[config.mk]
export PLATFORM = sky130hd
export DESIGN_NAME = adc_spi_reader
export DESIGN_NICKNAME = d
export VERILOG_FILES = /design/src/rtl/adcr_pkg.sv /design/src/rtl/adcr_sclk_gen.sv /design/src/rtl/adcr_slot_map.sv /design/src/rtl/adcr_rx_capture.sv /design/src/rtl/adc_spi_reader.sv
export SDC_FILE = /design/constraint.sdc
export NUM_CORES = 1
export LEC_CHECK = 0
export ABC_AREA = 1
export BUFFER_PORTS_ARGS = -buffer_cell sky130_fd_sc_hd__buf_2
export CAP_MARGIN = 20
export CORE_ASPECT_RATIO = 1.2
export CORE_MARGIN = 2
export CORE_UTILIZATION = 55
export DETAILED_ROUTE_END_ITERATION = 12
export PLACE_DENSITY_LB_ADDON = 0.2
export SETUP_SLACK_MARGIN = 0.3
export SLEW_MARGIN = 20
export SYNTH_ARGS = -nofsm -noshare
export SYNTH_HDL_FRONTEND = slang
export SYNTH_HIERARCHICAL = 1
export SYNTH_SLANG_ARGS = --single-unit
[constraint.sdc]
create_clock -name clk -period 6.15 [get_ports clk]
set_input_delay 1.23 -clock clk [delete_from_list [all_inputs] [get_ports clk]]
set_output_delay 1.23 -clock clk [all_outputs]
set_load 0.02 [all_outputs]
[src/rtl/adcr_pkg.sv]
// Shared constants, state type and command-byte builder for the serial ADC
// read sequencer. Assumes an 8-bit converter with a one-byte command.
package adcr_pkg;
    localparam int RES_W    = 8;   // converter result width
    localparam int CTRL_W   = 8;   // command byte width
    localparam int SLOT_LEN = 10;  // serial clocks per streaming conversion
    localparam int CH_W     = 3;   // channel field width

    typedef enum logic [1:0] {
        ST_IDLE = 2'd0,
        ST_RUN  = 2'd1,
        ST_TAIL = 2'd2
    } seq_state_t;

    // Command byte: start, channel, polarity, input type, powered, serial-clock conversion
    function automatic logic [CTRL_W-1:0] make_ctrl(input logic [CH_W-1:0] ch,
                                                     input logic uni,
                                                     input logic sgl);
        return {1'b1, ch, uni, sgl, 2'b11};
    endfunction
endpackage

[src/rtl/adcr_sclk_gen.sv]
// Serial clock generator. Divides the system clock by 2*DIV_HALF while run is
// high. A rising toggle happens only when allow_rise is set; falling toggles are
// always allowed. Assumes run drops in the same cycle an abort is decided, so
// the clock returns low together with chip select.
module adcr_sclk_gen #(
    parameter int DIV_HALF = 125
) (
    input  logic clk,
    input  logic rst_n,
    input  logic run,
    input  logic allow_rise,
    output logic sclk,
    output logic tick,
    output logic rise_ev,
    output logic fall_ev
);
    localparam int DW = (DIV_HALF > 1) ? $clog2(DIV_HALF) : 1;

    logic [DW-1:0] div_q;
    logic          sclk_q;

    assign tick    = run && (div_q == DW'(DIV_HALF - 1));
    assign rise_ev = tick && !sclk_q && allow_rise;
    assign fall_ev = tick && sclk_q;
    assign sclk    = sclk_q;

    // Half-period counter and clock toggle
    always_ff @(posedge clk) begin
        if (!rst_n || !run) begin
            div_q  <= '0;
            sclk_q <= 1'b0;
        end else if (tick) begin
            div_q <= '0;
            if (sclk_q || allow_rise) sclk_q <= ~sclk_q;
        end else begin
            div_q <= div_q + DW'(1);
        end
    end

    AST_RISE_ON_TICK: assert property (@(posedge clk) disable iff (!rst_n)
        $rose(sclk_q) |-> $past(div_q) == DW'(DIV_HALF - 1));
endmodule

[src/rtl/adcr_slot_map.sv]
// Bit-level framing map. Given the slot phase and slot index of the next rising
// edge, it gives the MOSI bit for that edge and says whether the edge samples a
// result bit. Assumes edge e maps to ph=(e-1) mod 10 and q=(e-1)/10. Result k
// uses phases 0..7 of slot k+1.
module adcr_slot_map #(
    parameter int CNT_W = 4
) (
    input  logic [3:0]                   ph,
    input  logic [CNT_W:0]               q,
    input  logic [CNT_W:0]               n_conv,
    input  logic [adcr_pkg::CTRL_W-1:0]  ctrl,
    output logic                         tx_bit,
    output logic                         rx_en,
    output logic                         rx_last
);
    localparam int QW = CNT_W + 1;

    logic in_byte;
    logic [QW-1:0] q_m1;

    // Decode command slot and result slot for the next edge
    always_comb begin
        in_byte = (ph < 4'd8);
        q_m1    = q - QW'(1);
        tx_bit  = (q < n_conv) && in_byte ? ctrl[3'd7 - ph[2:0]] : 1'b0;
        rx_en   = (q != '0) && (q_m1 < n_conv) && in_byte;
        rx_last = rx_en && (ph == 4'd7);
    end
endmodule

[src/rtl/adcr_rx_capture.sv]
// Result capture. Shifts MISO in on each sampling edge. On the eighth bit it
// publishes the raw result and its polarity-extended form with a one-cycle strobe.
// Assumes exactly eight samples per result, with the last one flagged.
module adcr_rx_capture (
    input  logic                         clk,
    input  logic                         rst_n,
    input  logic                         sample,
    input  logic                         last,
    input  logic                         miso,
    input  logic                         uni,
    output logic                         res_valid,
    output logic [adcr_pkg::RES_W-1:0]   res_data,
    output logic [adcr_pkg::RES_W:0]     res_ext
);
    localparam int RW = adcr_pkg::RES_W;

    logic [RW-2:0] sh_q;

    // Shift register, result latch and strobe
    always_ff @(posedge clk) begin
        if (!rst_n) begin
            sh_q      <= '0;
            res_valid <= 1'b0;
            res_data  <= '0;
            res_ext   <= '0;
        end else begin
            res_valid <= sample && last;
            if (sample) begin
                sh_q <= {sh_q[RW-3:0], miso};
                if (last) begin
                    res_data <= {sh_q, miso};
                    res_ext  <= uni ? {1'b0, sh_q, miso} : {sh_q[RW-2], sh_q, miso};
                end
            end
        end
    end

    AST_VALID_PULSE: assert property (@(posedge clk) disable iff (!rst_n)
        res_valid |=> !res_valid);
endmodule

[src/rtl/adc_spi_reader.sv]
// Serial ADC read sequencer, SPI mode 0 host. Takes a request while idle, builds
// the command byte and runs either a 24-clock byte-aligned transaction or a
// streaming transaction of 10 clocks per conversion plus 8. It returns each result
// with a strobe and aborts any transaction that runs past TIMEOUT_CYC clocks.
// Assumes the converter answers in its serial-clock conversion mode.
module adc_spi_reader #(
    parameter int DIV_HALF    = 125,
    parameter int TIMEOUT_CYC = 125000,
    parameter int CNT_W       = 4
) (
    input  logic                         clk,
    input  logic                         rst_n,
    input  logic                         req_valid,
    output logic                         req_ready,
    input  logic [adcr_pkg::CH_W-1:0]    req_chan,
    input  logic                         req_single,
    input  logic                         req_unipolar,
    input  logic                         req_stream,
    input  logic [CNT_W-1:0]             req_count,
    output logic                         res_valid,
    output logic [adcr_pkg::RES_W-1:0]   res_data,
    output logic [adcr_pkg::RES_W:0]     res_ext,
    output logic                         err_timeout,
    output logic                         spi_cs_n,
    output logic                         spi_sclk,
    output logic                         spi_mosi,
    input  logic                         spi_miso
);
    import adcr_pkg::*;

    localparam int QW = CNT_W + 1;
    localparam int TW = $clog2(TIMEOUT_CYC + 1);

    seq_state_t          state_q;
    logic [CTRL_W-1:0]   ctrl_q, ctrl_nx;
    logic [QW-1:0]       ncv_q, q_q;
    logic [3:0]          ph_q;
    logic                uni_q, strm_q, fin_q, mosi_q, err_q;
    logic [TW-1:0]       tmr_q;
    logic                busy, accept, abort, run, allow_rise, last_edge;
    logic                tick, rise_ev, fall_ev;
    logic                tx_bit, rx_en, rx_last;

    assign ctrl_nx     = make_ctrl(req_chan, req_unipolar, req_single);
    assign busy        = (state_q != ST_IDLE);
    assign accept      = req_valid && !busy;
    assign abort       = busy && (tmr_q == TW'(TIMEOUT_CYC - 1));
    assign run         = busy && !abort;
    assign allow_rise  = (state_q == ST_RUN) && !fin_q;
    assign last_edge   = strm_q ? (q_q == ncv_q && ph_q == 4'd7)
                                : (q_q == QW'(2) && ph_q == 4'd3);
    assign req_ready   = !busy;
    assign spi_cs_n    = !busy;
    assign spi_mosi    = mosi_q;
    assign err_timeout = err_q;

    adcr_sclk_gen #(.DIV_HALF(DIV_HALF)) i_sclk (
        .clk(clk), .rst_n(rst_n), .run(run), .allow_rise(allow_rise),
        .sclk(spi_sclk), .tick(tick), .rise_ev(rise_ev), .fall_ev(fall_ev)
    );

    adcr_slot_map #(.CNT_W(CNT_W)) i_map (
        .ph(ph_q), .q(q_q), .n_conv(ncv_q), .ctrl(ctrl_q),
        .tx_bit(tx_bit), .rx_en(rx_en), .rx_last(rx_last)
    );

    adcr_rx_capture i_rx (
        .clk(clk), .rst_n(rst_n), .sample(rise_ev && rx_en), .last(rx_last),
        .miso(spi_miso), .uni(uni_q), .res_valid(res_valid),
        .res_data(res_data), .res_ext(res_ext)
    );

    // Transaction sequencing: accept, edge bookkeeping, tail, timeout abort
    always_ff @(posedge clk) begin
        if (!rst_n) begin
            state_q <= ST_IDLE;
            ctrl_q  <= '0;
            ncv_q   <= QW'(1);
            uni_q   <= 1'b0;
            strm_q  <= 1'b0;
            ph_q    <= '0;
            q_q     <= '0;
            fin_q   <= 1'b0;
            mosi_q  <= 1'b0;
            tmr_q   <= '0;
            err_q   <= 1'b0;
        end else if (accept) begin
            state_q <= ST_RUN;
            ctrl_q  <= ctrl_nx;
            ncv_q   <= req_stream ? QW'(req_count) + QW'(1) : QW'(1);
            uni_q   <= req_unipolar;
            strm_q  <= req_stream;
            ph_q    <= '0;
            q_q     <= '0;
            fin_q   <= 1'b0;
            mosi_q  <= ctrl_nx[CTRL_W-1];
            tmr_q   <= '0;
            err_q   <= 1'b0;
        end else if (abort) begin
            state_q <= ST_IDLE;
            err_q   <= 1'b1;
            mosi_q  <= 1'b0;
            fin_q   <= 1'b0;
        end else begin
            case (state_q)
                ST_RUN: begin
                    tmr_q <= tmr_q + TW'(1);
                    if (rise_ev) begin
                        if (last_edge) fin_q <= 1'b1;
                        if (ph_q == 4'(SLOT_LEN - 1)) begin
                            ph_q <= '0;
                            q_q  <= q_q + QW'(1);
                        end else begin
                            ph_q <= ph_q + 4'd1;
                        end
                    end
                    if (fall_ev) begin
                        if (fin_q) begin
                            state_q <= ST_TAIL;
                            mosi_q  <= 1'b0;
                        end else begin
                            mosi_q <= tx_bit;
                        end
                    end
                end
                ST_TAIL: begin
                    tmr_q <= tmr_q + TW'(1);
                    if (tick) state_q <= ST_IDLE;
                end
                default: state_q <= ST_IDLE;
            endcase
        end
    end

    AST_CS_SCLK_LOW: assert property (@(posedge clk) disable iff (!rst_n)
        spi_cs_n |-> !spi_sclk);
    AST_MOSI_HELD: assert property (@(posedge clk) disable iff (!rst_n)
        (spi_sclk && $past(spi_sclk)) |-> $stable(spi_mosi));
    AST_BUSY_IGNORE: assert property (@(posedge clk) disable iff (!rst_n)
        (req_valid && !req_ready) |=> $stable(ctrl_q));
    AST_ERR_ABORT: assert property (@(posedge clk) disable iff (!rst_n)
        $rose(err_timeout) |-> (spi_cs_n && !spi_sclk));
    AST_VALID_IN_WINDOW: assert property (@(posedge clk) disable iff (!rst_n)
        res_valid |-> !spi_cs_n);
endmodule

Word level (Yosys, flattened, before mapping)

Index checks and enable logic that the tools add are counted.
W data, S select, Z words.

Bits of input ports: 14
Register bits after elaboration: 79

Muxes and demuxes: 18
Reductions and logical operators: 41
Bitwise logic cells: 3
Equal/unequal tests: 15
Add/subtract/negate cells: 7
Order comparisons: 4

Operators with widths:

| kind                    | number |
|---|---|
| $add A17 B1 Y17 const B | 1 |
| $eq A17 B17 Y1 const B  | 1 |
| $logic_and A1 B1 Y1     | 16 |
| $reduce_and A3 Y1       | 4 |
| $lt A5 B5 Y1            | 2 |
| $mux W1                 | 10 |
| $mux W9                 | 1 |
| $ne A4 B4 Y1 const B    | 2 |
| $reduce_and A2 Y1       | 4 |
| $add A7 B1 Y7 const B   | 1 |
| $eq A7 B7 Y1 const B    | 1 |
| $logic_not A1 Y1        | 6 |
| $mux W2                 | 3 |
| $reduce_bool A3 Y1      | 2 |
| $reduce_or A2 Y1        | 3 |
| $add A4 B1 Y5 const B   | 1 |
| $add A5 B1 Y5 const B   | 1 |
| $eq A5 B2 Y1 const B    | 1 |
| $eq A5 B5 Y1            | 1 |
| $mux W5                 | 1 |
| $reduce_bool A5 Y1      | 1 |
| $sub A5 B1 Y5 const B   | 1 |
| $add A4 B1 Y4 const B   | 1 |
| $eq A4 B2 Y1 const B    | 1 |
| 18 further kinds        | 22 |

Depth between registers and ports, before layout

Gate-level depths: netlist of run 1.

Word-level depth: 10
Mapped depth: 19
Depth with buffers taken out: 17

Modules after synthesis

The synthesis of run 1 kept the hierarchy.

By module, submodules not included:

| module          | seq. area each (um2) | cells each | instances | area each (um2) |
|---|---|---|---|---|
| adc_spi_reader  | 860.8                | 349        | 1         | 2362.3 |
| adcr_rx_capture | 340.3                | 89         | 1         | 696.9 |
| adcr_sclk_gen   | 160.2                | 55         | 1         | 410.4 |
| adcr_slot_map   | 0.0                  | 74         | 1         | 384.1 |

Worst setup path before layout of run 1

No wires, ideal clock.

Path type: input to register
Start point: in req_valid
End point: reg err_q, in the netlist err_timeout
Buffers on the path: 1
Path slack: 3986 ps
Arrival: 2095 ps
Setup time: 70 ps
Stages on the path: 6
Path through: nand2_1 -> inv_2 -> nor2_2 -> inv_2 -> buf_2 -> a21oi_1

Cells in the longest elaborated chain, start to end: 2

Ends and longest elaborated chain:

| item                       | RTL line              | source |
|---|---|---|
| start: declaration         | adc_spi_reader.sv:13  | `input logic req_valid,` |
| $logic_and A1 B1 Y1        | adc_spi_reader.sv:46  | `assign accept = req_valid && !busy;` |
| $reduce_or A2 Y1 (no line) | n/a                   |  |
| end signal: assignment     | adc_spi_reader.sv:86  | `err_q <= 1'b0;` |
| end signal: assignment     | adc_spi_reader.sv:98  | `err_q <= 1'b0;` |
| end signal: assignment     | adc_spi_reader.sv:101 | `err_q <= 1'b1;` |
| end: declaration           | adc_spi_reader.sv:38  | `logic uni_q, strm_q, fin_q, mosi_q, err_q;` |

Every way passes these cells.
A chain may end at the register's enable or synchronous reset.

Worst setup path in the final report of run 1

Start point: reg tmr_q[0]
End point: reg q_q[4]

Cells in the longest elaborated chain, start to end: 8
Elaborated cells on any way between the ends: 9
Those cells by class: eq/ne (1); bitwise (1); reduce/logical (7)

Ends and longest elaborated chain:

| item                              | RTL line              | source |
|---|---|---|
| start: declaration                | adc_spi_reader.sv:39  | `logic [TW-1:0] tmr_q;` |
| start signal: assignment          | adc_spi_reader.sv:107 | `tmr_q <= tmr_q + TW'(1);` |
| start signal: assignment          | adc_spi_reader.sv:127 | `tmr_q <= tmr_q + TW'(1);` |
| $eq A17 B17 Y1                    | adc_spi_reader.sv:47  | `assign abort = busy && (tmr_q == TW'(TIMEOUT_CYC - 1));` |
| $logic_and A1 B1 Y1               | adc_spi_reader.sv:47  |  |
| $logic_not A1 Y1                  | adc_spi_reader.sv:48  | `assign run = busy && !abort;` |
| $logic_and A1 B1 Y1               | adc_spi_reader.sv:48  |  |
| net run                           | adc_spi_reader.sv:40  | `logic busy, accept, abort, run, allow_rise, last_edge;` |
| $logic_and A1 B1 Y1               | adcr_sclk_gen.sv:22   | `assign tick = run && (div_q == DW'(DIV_HALF - 1));` |
| $logic_and A1 B1 Y1 (2 in series) | adcr_sclk_gen.sv:23   | `assign rise_ev = tick && !sclk_q && allow_rise;` |
| net rise_ev                       | adc_spi_reader.sv:41  | `logic tick, rise_ev, fall_ev;` |
| $reduce_and A4 Y1 (no line)       | n/a                   |  |
| end signal: assignment            | adc_spi_reader.sv:112 | `q_q <= q_q + QW'(1);` |
| end: declaration                  | adc_spi_reader.sv:36  | `logic [QW-1:0] ncv_q, q_q;` |

The timed path passes the listed nets, and every way through them passes these cells.

==> reports/metrics.yaml, run 1 <==
status: "completed"
ctsHoldBuffers: 0
post_drt_wl_per_cell_um: 11.64
yosys_warnings: 6
cts_resized: 0
initial_utilization_pct: 56.57
area_growth_pct: 9.448
clock_path_buffers: 2
grt_pass1_vias: 3200
worstReg2RegStart: "tmr_q[0]"
timing.final.max_slew_violations: 0
yosysSeqAreaShare_pct: 35.32
io_pins: 37
async_reset_ff_share_pct: 0
cts_setup_buffers: 0
synth_cell_types: 34
cp.arrival_ns: 2.76
r2r_slack_ns: 3.60
p_seq_share_pct: 48.4
diodes: 0
power_density_nw_per_um2: 223.0
post_dp_cell_area_um2: 3994
grt_pass1_wl_um: 13730
drt-total-wl_um: 7986
dp_hpwl_um: 5876
hold_end: "err_timeout"
switchingPower_mw: 0.2382
grt_usage_pct: 22.36
hold_viol_final: 0
peakVddDrop_mv: 0.1196
vias: 3536
hold_slack_ns: 0.4539
die_area_um2: 7695
grt_start_max_net_pins: 27
htreeDepth: 3
ctsRootBufferMaster: "clkbuf_8"
p_int_mw: 0.7025
fin_area_um2: 4218
rr_worst_depth: 15
worstPathRequired_ns: 6.36
drive_gt1_share_pct: 12.52
synth_flop_cell: "dfxtp_1"
fin_ws_ns: 3.600
finalCriticalPeriod_ns: 2.550
worstSetupStartpointType: "flop"
cp-end-kind: "flop"
tightest_slew_ns: 0.4856
period_share_pct: 41.47
final-setup-viol-count: 0
whs_path_depth: 2
die_x_um: 80.41
synthCells: 567
skew_ns: 0.008645
synth.avg_cell_area_um2: 6.797
overflow: 0
drtPass1Iterations: 4
drtIter0Drc: 180
sw_frac_of_total_pct: 25.32
grt_setup_unrepaired: "no"
yosys.area.top_type: "dfxtp_1"
leakage_nw: 1.848
fmax_mhz: 392.1
routed_via_density: 5.155
cts_tree: "yes"
ant_nets: 0
synth_edf_count: 0
synth_top_area_share_pct: 35.32
nNetsFinal: 626
clockPowerShare_pct: 43.7
numClockSinks: 68
drc: 0
cts_buffers: 9
min_path_type: "flop to flop"
maxCapViolations: 0
crit_path_max_fanout: 11
r2r-end: "q_q[4]"
die_h_um: 95.70
clk_latency_ns: 0.34
path_class: "flop to flop"
core-area_um2: 6813
slew_headroom_pct: 67.58
antenna_found_initial: 0
synth_area_leaders: "dfxtp_1, nand2_1, nor2_1"
clk_pin_slew_worst_paths_ns: 0.08
place_ws_ns: 3.443
p_comb_share_pct: 7.9
fp-row-count: 33
syn-cell-area_um2: 3854
synth-seq-cells: 68
io_buffer_count: 36
gp_congestion: 0.8465
synth_nets: 599
hold_path.startpoint: "err_timeout"
fin_setup_tns_ns: 0
## critical path, stage by stage (launching register included)
cell and delay, ns:
dfxtp_1 0.34, ha_1 0.24, nand2_1 0.08, inv_1 0.05, nand2_1 0.10, nor2_4 0.05, a21oi_1 0.23, nand2_1 0.09
nor2_1 0.21, nand2_4 0.11, nor3_2 0.16, nand2_1 0.08, inv_1 0.28, nand3_1 0.23, nand2_1 0.11, a21oi_1 0.06
## power groups by stage
stage | Clock [mW] | Sequential, mW | Combinational [mW]
CTS | 0.417 | 0.455 | 0.0753
global route | 0.434 | 0.456 | 0.0855
global placement | 0 | 0.465 | 0.0731
floorplan | 0 | 0.464 | 0.0561
detailed placement | 0 | 0.465 | 0.0749
finish | 0.411 | 0.455 | 0.0746
## sequential cells by signal, summed over array words and instances, names as in the netlist, 2 cells and up
| register | cells |
|---|---|
| i_rx/sh_q | 7 |
| q_q | 5 |
| i_rx/res_data | 7 |
| ctrl_q | 6 |
| ncv_q | 5 |
| tmr_q | 17 |
| state_q | 2 |
| ph_q | 4 |
| i_sclk/div_q | 7 |
| i_rx/res_ext | 2 |
## cells by family (layout without fill, tap and decap cells)
group | count (synthesis) | count (layout) | synth area share (%)
AO/OA/AOI/OAI | 66 | 66 | 9.253
XOR/XNOR | 17 | 17 | 3.864
buffers and inverters | 92 | 124 | 10.88
adder cells (fa/ha/maj) | 18 | 18 | 5.844
AND/OR/NAND/NOR | 306 | 306 | 34.84
flip-flops | 68 | 68 | 35.32
## metal layers
metal / global-route usage [%] / vias up / routed length (um)
met4: 7.910 / 0 / 119
met2: 39.03 / 77 / 3928
met3: 2.814 / 14 / 325
met5: 0 / - / 0
li1: - / 1855 / -
met1: 28.35 / 1590 / 3613
## synthesized netlist by cell type, drive strengths merged, types with 3 or more instances
library cell and count:
nand3 47, inv 72, dfxtp 68, a21oi 35
nand2 154, nand4 12, nor3 3, nor2 87
xnor2 4, ha 18, o21ai 23, xor2 13
buf 19
## placed cells by master (no fill, tap or decap), drive strengths merged
| cell type | count |
|---|---|
| or2 | 2 |
| a21oi | 35 |
| clkbuf | 9 |
| nor3 | 3 |
| nand3 | 47 |
| o31ai | 1 |
| clkinv | 4 |
| bufinv | 2 |
| ha | 18 |
| nand4 | 12 |
| a211oi | 1 |
| xnor2 | 4 |
| xor2 | 13 |
| nand2 | 154 |
| a31oi | 2 |
| dfxtp | 68 |
| buf | 36 |
| o211ai | 1 |
| inv | 73 |
| o21ai | 23 |
| o22ai | 2 |
| nand3b | 1 |
| nor2 | 87 |
| a22oi | 1 |
## worst max-delay path by stage
stage,depth (start not counted),end,start
CTS,15,q_q[4],tmr_q[0]
global placement,5,ncv_q[2],rst_n
global route,15,ph_q[2],tmr_q[0]
floorplan,6,err_timeout,req_valid
finish,15,q_q[4],tmr_q[0]
detailed placement,5,ncv_q[2],rst_n
## metrics by stage
stage / utilization, % / cells / power, mW
finish: 61.91 / 686 / 0.9406
CTS: 61.91 / 686 / 0.9474
detailed placement: 58.62 / 670 / 0.5403
floorplan: - / 567 / 0.5206
global route: 61.91 / 686 / 0.9760
global placement: 58.62 / 670 / 0.5384
## cell type report
class | count | area (um^2)
Clock buffer | 9 | 123.9
Fill cell | 661 | 2595
Tap cell | 87 | 108.9
Sequential cell | 68 | 1361
Clock inverter | 7 | 100.1
Inverter | 72 | 270.3
Timing Repair Buffer | 36 | 180.2
Multi-Input combinational cell | 407 | 2073
Power figures use the tool's default switching activity.
==> run 2: changes to the inputs <==
- ABC_AREA: 1 -> 0
- CORE_UTILIZATION: 55 -> 53
- clock period: 6.15 -> 2.3 ns (I/O delays scaled with it)
==> reports/metrics.yaml, run 2 <==
status: "finished with violations"
violations: "negative setup slack"
peakVddDrop_mv: 0.5805  # +390%
multi_input_comb_area_um2: 2198  # +6.0%
worstSetupStartpointType: "flop"
nNetsFinal: 487  # -22%
crit_slowest_cell: "dfxtp_4"
antenna_found_initial: 0  # unchanged
synth_cell_types: 57  # +68%
fmax_mhz: 429.6  # +9.6%
ant_nets: 0  # unchanged
rr_worst_depth: 13  # -2
io_pins: 37  # unchanged
max_stage_delay_ns: 0.35  # about the same
clk_pin_slew_worst_paths_ns: 0.08  # about the same
path_class: "flop to flop"
sw_frac_of_total_pct: 24.82  # -0.50 points
drtPass1Iterations: 6  # +2
async_reset_ff_share_pct: 0  # unchanged
synth_most_common_cell: "dfxtp_1"
clockPowerShare_pct: 43.3  # -0.4 points
clock_path_buffers: 2  # unchanged
htreeDepth: 3  # unchanged
timing.final.max_slew_violations: 0  # unchanged
tightest_slew_ns: 0.6079  # +0.1224 ns
largest_reg_flops: 17  # unchanged
skew_ns: 0.006298  # -0.002347 ns
drive_gt1_share_pct: 34.57  # +22 points
crit_path_frequent_cell: "a21oi_2"
placed_cells_incl_taps: 508  # -24%
io_buffer_count: 36  # unchanged
worstPathRequired_ns: 2.58  # -3.78 ns
gp_congestion: 0.8499  # +0.40%
min_path_type: "input port to flop"
synth-seq-cells: 68  # unchanged
initial_utilization_pct: 54.83  # -1.7 points
p_int_mw: 1.869  # +170%
fp-row-count: 32  # -3.0%
nFillCells: 488  # -26%
synth_nets: 420  # -30%
grt_pass1_vias: 2815  # -12%
area_growth_pct: 29.45
grt_usage_pct: 22.34  # -0.023 points
vias: 2994  # -15%
cp.arrival_ns: 2.61  # -0.15 ns
crit_path_max_fanout: 7  # -4
place_ws_ns: -0.06399  # -3.507 ns
die_h_um: 93.46  # -2.3%
maxCapViolations: 0  # unchanged
r2r_slack_ns: -0.03  # -3.63 ns
synth_top_area_share_pct: 38.51  # +3.2 points
post_drt_wl_per_cell_um: 15.06  # +29%
ctsRootBufferMaster: "clkbuf_8"
cts_buffers: 9  # unchanged
r2r-end: "i_rx/res_data[0]"
grt_pass1_wl_um: 12920  # -5.9%
switchingPower_mw: 0.6170  # +160%
die_area_um2: 7341  # -4.6%
seqCellArea_um2: 1381  # +1.5%
clk_latency_ns: 0.35  # about the same
cts_tree: "yes"
period_share_pct: 101.2  # +60 points
slew_headroom_pct: 59.43  # -8.2 points
hold_path.startpoint: "req_count[0]"
drt-total-wl_um: 8207  # +2.8%
worstReg2RegStart: "q_q[1]"
hold_end: "ncv_q[0]"
yosysSeqAreaShare_pct: 38.51  # +3.2 points
overflow: 0  # unchanged
cp-end-kind: "flop"
synthCells: 388  # -32%
p_seq_share_pct: 48.6  # +0.2 points
yosys_warnings: 6  # unchanged
path_cells: "inv_4 -> ha_4 -> nor3b_4 -> xnor2_1 -> ha_1 -> nand2_1 -> o21ai_2 -> a21oi_2 -> and2_4 -> buf_6 -> buf_16 -> a21bo_4 -> a21oi_2"
final-setup-viol-count: 5  # +5
power_density_nw_per_um2: 543.4  # +140%
final_cells: 545  # -21%
hold_viol_final: 0  # unchanged
grt_start_max_net_pins: 28  # +3.7%
final_cell_mix: "dfxtp_1, nor2_1, buf_2"
synth_area_leaders: "dfxtp_1, ha_1, xor2_1"
synth.avg_cell_area_um2: 9.110  # +34%
grt_setup_unrepaired: "yes"
leakage_nw: 1.808  # -2.2%
synth_edf_count: 0  # unchanged
core-area_um2: 6446  # -5.4%
die_x_um: 78.55  # -2.3%
p_comb_share_pct: 8.1  # +0.2 points
drc: 0  # unchanged
yosys-top-cells-count: "dfxtp_1, nor2_1, nand2_1"
diodes: 0  # unchanged
top_register: "tmr_q"
routed_via_density: 5.494  # +6.6%
dp_hpwl_um: 5165  # -12%
whs_path_depth: 2  # unchanged
yosys.area.top_type: "dfxtp_1"
mostFrequentLayoutCell: "dfxtp_1"
fin_ws_ns: -0.02783  # -3.628 ns
ctsHoldBuffers: 0  # unchanged
syn-cell-area_um2: 3535  # -8.3%
numClockSinks: 68  # unchanged
finalCriticalPeriod_ns: 2.328  # -0.2224 ns
synth_flop_cell: "dfxtp_1"
drtIter0Drc: 138  # -23%
run 2: changes by cell type after synthesis, moves of 7 or more:
cell,before,now
a21oi_1,32,17
inv_1,67,19
mux2i_1,0,9
nand2_1,149,31
nand3_1,45,26
nand4_1,12,4
nor2_1,80,38
o21ai_0,23,11
xor2_1,13,20
run 2: layer usage:
metal / global-route usage [%] / part of all wire, %
met5: 0 / 0
met4: 11.40 / 1.9
met3: 3.764 / 2.6
met2: 39.74 / 54
met1: 25.47 / 42
run 2: kinds of logic (layout without fill, tap and decap cells):
logic type	Yosys count	after routing	synth area share, %
compound gates	73	73	14.73
xor+xnor	30	30	7.434
fa+ha+maj	18	18	6.372
buf+inv	40	112	6.266
flops	68	68	38.51
mux	11	11	4.035
simple gates	148	148	22.65
run 2: final cells by class:
class / count / share of cell area [%]
Inverter: 19 / 1.613
Clock buffer: 11 / 3.555
Multi-Input combinational cell: 280 / 48.04
Tap cell: 85 / 2.324
Timing Repair Buffer: 77 / 13.04
Sequential cell: 68 / 30.19
Clock inverter: 5 / 1.231
run 2: power by group through the flow:
| stage | clock network [mW] | registers, mW | logic, mW |
|---|---|---|---|
| after global placement | 0 | 1.24 | 0.168 |
| after CTS | 1.09 | 1.21 | 0.184 |
| after detailed placement | 0 | 1.24 | 0.174 |
| after global routing | 1.15 | 1.21 | 0.221 |
| final | 1.08 | 1.21 | 0.200 |
| after floorplan | 0 | 1.24 | 0.119 |
run 2: critical path, delay by kind of cell, from the launching register on:
kind / cells / cell delay, ns
flip-flops: 1 / 0.35
buffers and inverters: 3 / 0.31
adder cells (fa/ha/maj): 2 / 0.46
XOR/XNOR: 1 / 0.10
AO/OA/AOI/OAI: 4 / 0.54
AND/OR/NAND/NOR: 3 / 0.49
run 2: worst max-delay path by stage:
stage | slack, ns | startpoint | end | cells past startpoint
after floorplan | 0.007 | tmr_q[0] | q_q[2] | 11
after global placement | 0.05 | q_q[0] | i_rx/sh_q[5] | 12
after detailed placement | -0.06 | q_q[0] | i_rx/sh_q[5] | 12
after CTS | -0.03 | q_q[0] | i_rx/res_ext[8] | 13
after global routing | -0.15 | q_q[1] | i_rx/res_data[0] | 13
final | -0.03 | q_q[1] | i_rx/res_data[0] | 13
run 2: stage by stage:
step	cell area (um^2)	hold slack (ns)	TNS, ns	total power, mW	util (%)
after floorplan	3608	0.4310	0	1.355	-
after global placement	3905	0.4483	0	1.407	60.58
after detailed placement	3905	0.4591	-0.5079	1.413	60.58
after CTS	4327	0.3065	-0.1969	2.489	67.12
after global routing	4576	0.3246	-1.865	2.579	70.98
final	4576	0.3125	-0.06756	2.486	70.98
run 2: timing repair:
action / CTS / global route
gates resized for setup: 17 / 36
setup buffers: 8 / 10
pin swaps: 14 / 25
gates cloned: 2 / 1
endpoints found under the setup margin: 26 / 38
